**config.mk**
```make
export PLATFORM = sky130hd
export DESIGN_NAME = uframe_irq_throttle
export DESIGN_NICKNAME = d
export VERILOG_FILES = /design/src/rtl/uit_pkg.sv /design/src/rtl/uit_thresh_timer.sv /design/src/rtl/uit_status_bank.sv /design/src/rtl/uit_doorbell.sv /design/src/rtl/uframe_irq_throttle.sv
export SDC_FILE = /design/constraint.sdc
export NUM_CORES = 1
export LEC_CHECK = 0
export CAP_MARGIN = 40
export CORE_MARGIN = 1.5
export CORE_UTILIZATION = 49
export DETAILED_ROUTE_END_ITERATION = 8
export PLACE_DENSITY = 0.84
export SLEW_MARGIN = 10
export SYNTH_ARGS = -nofsm -noshare
export SYNTH_HDL_FRONTEND = slang
export SYNTH_SLANG_ARGS = --single-unit
```
**constraint.sdc**
```tcl
create_clock -name clk -period 4.4 [get_ports clk]
set_input_delay 0.66 -clock clk [delete_from_list [all_inputs] [get_ports clk]]
set_output_delay 0.66 -clock clk [all_outputs]
set_load 0.01 [all_outputs]
```
**src/rtl/uit_pkg.sv**
```systemverilog
package uit_pkg;
  localparam int          THR_W     = 8;
  localparam int          MAX_SHIFT = 6;
  localparam logic [7:0]  THR_RESET = 8'h08;
endpackage

```
**src/rtl/uit_thresh_timer.sv**
```systemverilog
module uit_thresh_timer
  import uit_pkg::*;
#(
  parameter int TW    = THR_W,
  parameter int SHIFT = MAX_SHIFT
) (
  input  logic          clk,
  input  logic          rst_n,
  input  logic          load,
  input  logic [TW-1:0] load_code,
  input  logic          tick,
  output logic [TW-1:0] code_q,
  output logic          immediate,
  output logic          boundary
);
  localparam int CNT_W = (SHIFT < 1) ? 1 : SHIFT;

  logic [CNT_W-1:0] cnt_q;
  logic [CNT_W-1:0] lim;
  logic             listed;

  always_comb begin
    listed = 1'b0;
    lim    = '0;
    for (int k = 0; k <= SHIFT; k++) begin
      if (code_q == (TW'(1) << k)) begin
        listed = 1'b1;
        lim    = CNT_W'((32'd1 << k) - 32'd1);
      end
    end
  end

  assign immediate = !listed;
  assign boundary  = tick && listed && !load && (cnt_q == lim);

  always_ff @(posedge clk or negedge rst_n) begin
    if (!rst_n) begin
      code_q <= TW'(THR_RESET);
      cnt_q  <= '0;
    end else if (load) begin
      code_q <= load_code;
      cnt_q  <= '0;
    end else if (tick && listed) begin
      cnt_q <= (cnt_q == lim) ? '0 : cnt_q + 1'b1;
    end
  end

  assert_restart_R2: assert property (@(posedge clk) disable iff (!rst_n)
    load |=> (cnt_q == '0));

  assert_cnt_in_window_R4: assert property (@(posedge clk) disable iff (!rst_n)
    listed |-> (cnt_q <= lim));
endmodule

```
**src/rtl/uit_status_bank.sv**
```systemverilog
module uit_status_bank #(
  parameter int N = 5
) (
  input  logic         clk,
  input  logic         rst_n,
  input  logic [N-1:0] set_i,
  input  logic         clr_wr,
  input  logic [N-1:0] clr_mask,
  output logic [N-1:0] sts_q
);
  for (genvar i = 0; i < N; i++) begin : g_bit
    always_ff @(posedge clk or negedge rst_n) begin
      if (!rst_n)                     sts_q[i] <= 1'b0;
      else if (set_i[i])              sts_q[i] <= 1'b1;
      else if (clr_wr && clr_mask[i]) sts_q[i] <= 1'b0;
    end

    assert_sticky_R5: assert property (@(posedge clk) disable iff (!rst_n)
      (sts_q[i] && !(clr_wr && clr_mask[i])) |=> sts_q[i]);
  end
endmodule

```
**src/rtl/uit_doorbell.sv**
```systemverilog
module uit_doorbell (
  input  logic clk,
  input  logic rst_n,
  input  logic ring_wr,
  input  logic device_mode,
  input  logic adv_done,
  output logic db_q,
  output logic adv_set
);
  logic clr_pend_q;

  assign adv_set = adv_done && db_q;

  always_ff @(posedge clk or negedge rst_n) begin
    if (!rst_n) begin
      db_q       <= 1'b0;
      clr_pend_q <= 1'b0;
    end else begin
      clr_pend_q <= adv_set;
      if (ring_wr && !device_mode) db_q <= 1'b1;
      else if (clr_pend_q)         db_q <= 1'b0;
    end
  end

  assert_dev_ignores_ring_R8: assert property (@(posedge clk) disable iff (!rst_n)
    (ring_wr && device_mode && !db_q) |=> !db_q);
endmodule

```
**src/rtl/uframe_irq_throttle.sv**
```systemverilog
module uframe_irq_throttle
  import uit_pkg::*;
#(
  parameter int N_EVT = 4,
  parameter int N_STS = N_EVT + 1
) (
  input  logic             clk,
  input  logic             rst_n,
  input  logic             uframe_tick,
  input  logic [N_EVT-1:0] evt_pulse,
  input  logic [N_STS-1:0] irq_en,
  input  logic             cmd_wr,
  input  logic [THR_W-1:0] cmd_thr_wdata,
  input  logic             cmd_ring_wdata,
  input  logic             sts_clr_wr,
  input  logic [N_STS-1:0] sts_clr_mask,
  input  logic             device_mode,
  input  logic             adv_done,
  output logic             irq,
  output logic [N_STS-1:0] sts,
  output logic [THR_W-1:0] thr_code,
  output logic             doorbell
);
  logic immediate, boundary, adv_set, any_req, irq_q;

  uit_thresh_timer #(.TW(THR_W), .SHIFT(MAX_SHIFT)) u_timer (
    .clk(clk), .rst_n(rst_n), .load(cmd_wr), .load_code(cmd_thr_wdata),
    .tick(uframe_tick), .code_q(thr_code), .immediate(immediate),
    .boundary(boundary)
  );

  uit_doorbell u_db (
    .clk(clk), .rst_n(rst_n), .ring_wr(cmd_wr && cmd_ring_wdata),
    .device_mode(device_mode), .adv_done(adv_done), .db_q(doorbell),
    .adv_set(adv_set)
  );

  uit_status_bank #(.N(N_STS)) u_sts (
    .clk(clk), .rst_n(rst_n), .set_i({adv_set, evt_pulse}),
    .clr_wr(sts_clr_wr), .clr_mask(sts_clr_mask), .sts_q(sts)
  );

  assign any_req = |(sts & irq_en);

  always_ff @(posedge clk or negedge rst_n) begin
    if (!rst_n)        irq_q <= 1'b0;
    else if (!any_req) irq_q <= 1'b0;
    else if (boundary) irq_q <= 1'b1;
  end

  assign irq = immediate ? any_req : irq_q;

  assert_irq_at_boundary_R4: assert property (@(posedge clk) disable iff (!rst_n)
    $rose(irq_q) |-> $past(boundary));

  assert_adv_sets_status_R7: assert property (@(posedge clk) disable iff (!rst_n)
    (adv_done && doorbell) |=> sts[N_STS-1]);

  assert_db_falls_after_status_R7: assert property (@(posedge clk) disable iff (!rst_n)
    $fell(doorbell) |-> $past(sts[N_STS-1]));
endmodule

```
==> impl_metrics.ini <==
[outcome]
status = finished clean

[power_and_ir_drop]
p_sw_mw = 0.151
p_seq_frac = 0.449
clkPwrFrac = 0.297
switching_share = 0.277
p_per_area_nw_per_um2 = 284
power_leakage_nw = 0.759
irDropWorstVdd_v = 0.000228
combPwrFrac = 0.254
p_int_mw = 0.394

[detailed_routing]
vias_per_cell = 6.06
finalWirelength_um = 3500
drt-initial-drc-count = 69
vias = 1345
wire_per_inst_um = 15.8
ant_nets = 0
drc = 0
dr.pass1.iters = 4

[critical_path]
reg2regPathDepth = 6
r2r_end = irq_q$_DFFE_PN0P_
ff2ff_setup_slack_ps = 1790
crit_fanout = 10
cp-start-kind = register
end_kind = primary output
crit_type = reg -> out
r2r_start = u_timer.code_q[2]$_DFFE_PN0P_
arrival_ps = 2830
worst_ep_required_time_ps = 3740

[final_layout]
multi_input_area_um2 = 805
final_util = 0.702
fillers = 209
stdcell_area_um2 = 1920
antennaDiodeCount = 0
regArea_um2 = 552
drive_gt1_frac = 0.141
area_delta_synth_final_pct = 36.3
final_nets = 223

[logic_synthesis]
synth_top_cells_by_area = dfrtp_1 (37%), mux2_2 (7.2%), nand2_1 (5.1%), a21o_1 (3.7%), a21oi_1 (3.2%)
syn-num-nets = 180
synthTopCellsByCount = dfrtp_1 (21), nand2_1 (19), a21oi_1 (9), mux2_2 (9), a21o_1 (7)
ys_warn_count = 0
seq_area_frac_synth = 0.392
yosys.area.top_type_share = 0.373
syn_area_um2 = 1410
synth_top_area_cell = dfrtp_1
syn_area_per_cell_um2 = 9.45
synth.most_common_cell = dfrtp_1
synth.distinct_cells = 57
synthFlopType = dfrtp_1
synthCells = 149
synth_seq_cells = 22
synth_edf_count = 0
async_flop_share = 1.00

[sta]
slew_violations = 0
rsz0062_at_grt = false
fin_setup_tns_ps = 0
clock_skew_ps = 8.41
holdWs_ps = 454
min_period_over_period = 0.792
final-setup-viol-count = 0
fin_crit_ps = 3490
hold_viol_final = 0
fmax_ghz = 0.287
worst_slack_ps = 914
slew_headroom = 0.534
tightest_slew_ps = 696

[hold_path]
worst_hold_path_type = reg -> reg
whs_path_depth = 1
min_from = u_db.clr_pend_q$_DFF_PN0_
hold_end = u_db.db_q$_DFFE_PN0P_

[grt]
first_global_vias = 1358
grt_usage = 0.246
antenna_found_initial = 0
grt_max_degree = 19
grt_overflow = 0
grt_first_pass_wirelength_um = 6080

[place]
globalplace.congestion = 0.907
placed_area_um2 = 1870
portBuffers = 44
dp_slack_ps = 1330
dp_hpwl_um = 2600

[floorplanning]
dieArea_um2 = 3200
core_area_um2 = 2730
die_w_um = 56.6
initial_core_util = 0.515
core.rowCount = 19
die_y_um = 56.6
io_pins = 45

[cts]
cts_resized = 0
cts.sinks = 22
hold_buffers = 0
post_cts_buffers = 0
clk_latency_ps = 330
clk_pin_slew_ps = 140
cts.htree.levels = 1
cts_root_buf = clkbuf_4
numCtsBuffers = 3
cts_tree = yes
cts.path.max_buffers = 2

[run]
drv_cap = 0
==> worst max-delay path: stages, from the launching register on <==
cell,delay (ps)
dfrtp_1,500
or2_2,370
a2111oi_2,320
nor2_1,100
a211oi_1,260
a21o_1,130
mux2_2,330
clkdlybuf4s50_1,490
==> worst max path at each step <==
stage	start	end	slack [ps]	cells past startpoint
after global routing	u_timer.code_q[2]$_DFFE_PN0P_	irq	720	7
after floorplan	u_timer.code_q[2]$_DFFE_PN0P_	irq	1810	7
final	u_timer.code_q[2]$_DFFE_PN0P_	irq	910	7
after CTS	u_timer.code_q[2]$_DFFE_PN0P_	irq	880	7
after global placement	u_timer.code_q[2]$_DFFE_PN0P_	irq	1350	7
after detailed placement	u_timer.code_q[2]$_DFFE_PN0P_	irq	1330	7
==> layout make-up <==
type,instances,share of cell area
repair buffers,45,0.237
well taps,31,0.0202
clock buffers,3,0.0117
inverters,4,0.00783
flip-flops and latches,22,0.288
clock inverters,1,0.0157
multi-input cells,116,0.419
==> sequential cells by signal, summed over array words and instances, names as in the netlist <==
signal	flops
u_sts.sts_q	5
u_timer.code_q	8
irq_q	1
u_timer.cnt_q	6
u_db.clr_pend_q	1
u_db.db_q	1
==> layout by cell type, fill, tap and decap left out, drive strengths merged, types with 4 or more instances in the layout <==
| master | Yosys | layout |
|---|---|---|
| dfrtp | 21 | 21 |
| inv | 4 | 4 |
| mux2 | 9 | 9 |
| a21o | 7 | 7 |
| nor3 | 4 | 4 |
| nor2 | 7 | 7 |
| a21oi | 9 | 9 |
| o21ai | 8 | 8 |
| nand2 | 19 | 19 |
| clkdlybuf4s50 | 0 | 44 |
==> power groups by stage <==
stage | clock, mW | combinational (mW) | sequential [mW]
finish | 0.162 | 0.139 | 0.245
global placement | 0 | 0.135 | 0.247
global route | 0.174 | 0.151 | 0.249
detailed placement | 0 | 0.138 | 0.249
floorplan | 0 | 0.0691 | 0.244
CTS | 0.166 | 0.140 | 0.245
==> per-layer routing <==
layer / vias to the layer above / global-route usage / part of all wire
li1: 643 / - / -
met1: 624 / 0.286 / 0.40
met2: 65 / 0.404 / 0.48
met3: 13 / 0.0691 / 0.080
met4: 0 / 0.136 / 0.031
met5: - / 0 / 0
==> stage by stage <==
step	std cells	power, mW
floorplan	149	0.314
global placement	217	0.381
detailed placement	218	0.387
CTS	222	0.551
global route	222	0.575
finish	222	0.545
==> cell families after synthesis <==
family | after synthesis | share of synthesized area
adder cells (fa/ha/maj) | 1 | 0.00889
multiplexers | 9 | 0.0720
XOR/XNOR | 5 | 0.0365
AO/OA/AOI/OAI | 47 | 0.252
buffers and inverters | 11 | 0.0364
flip-flops | 22 | 0.392
AND/OR/NAND/NOR | 54 | 0.202
(Power assumes the default switching activity.)
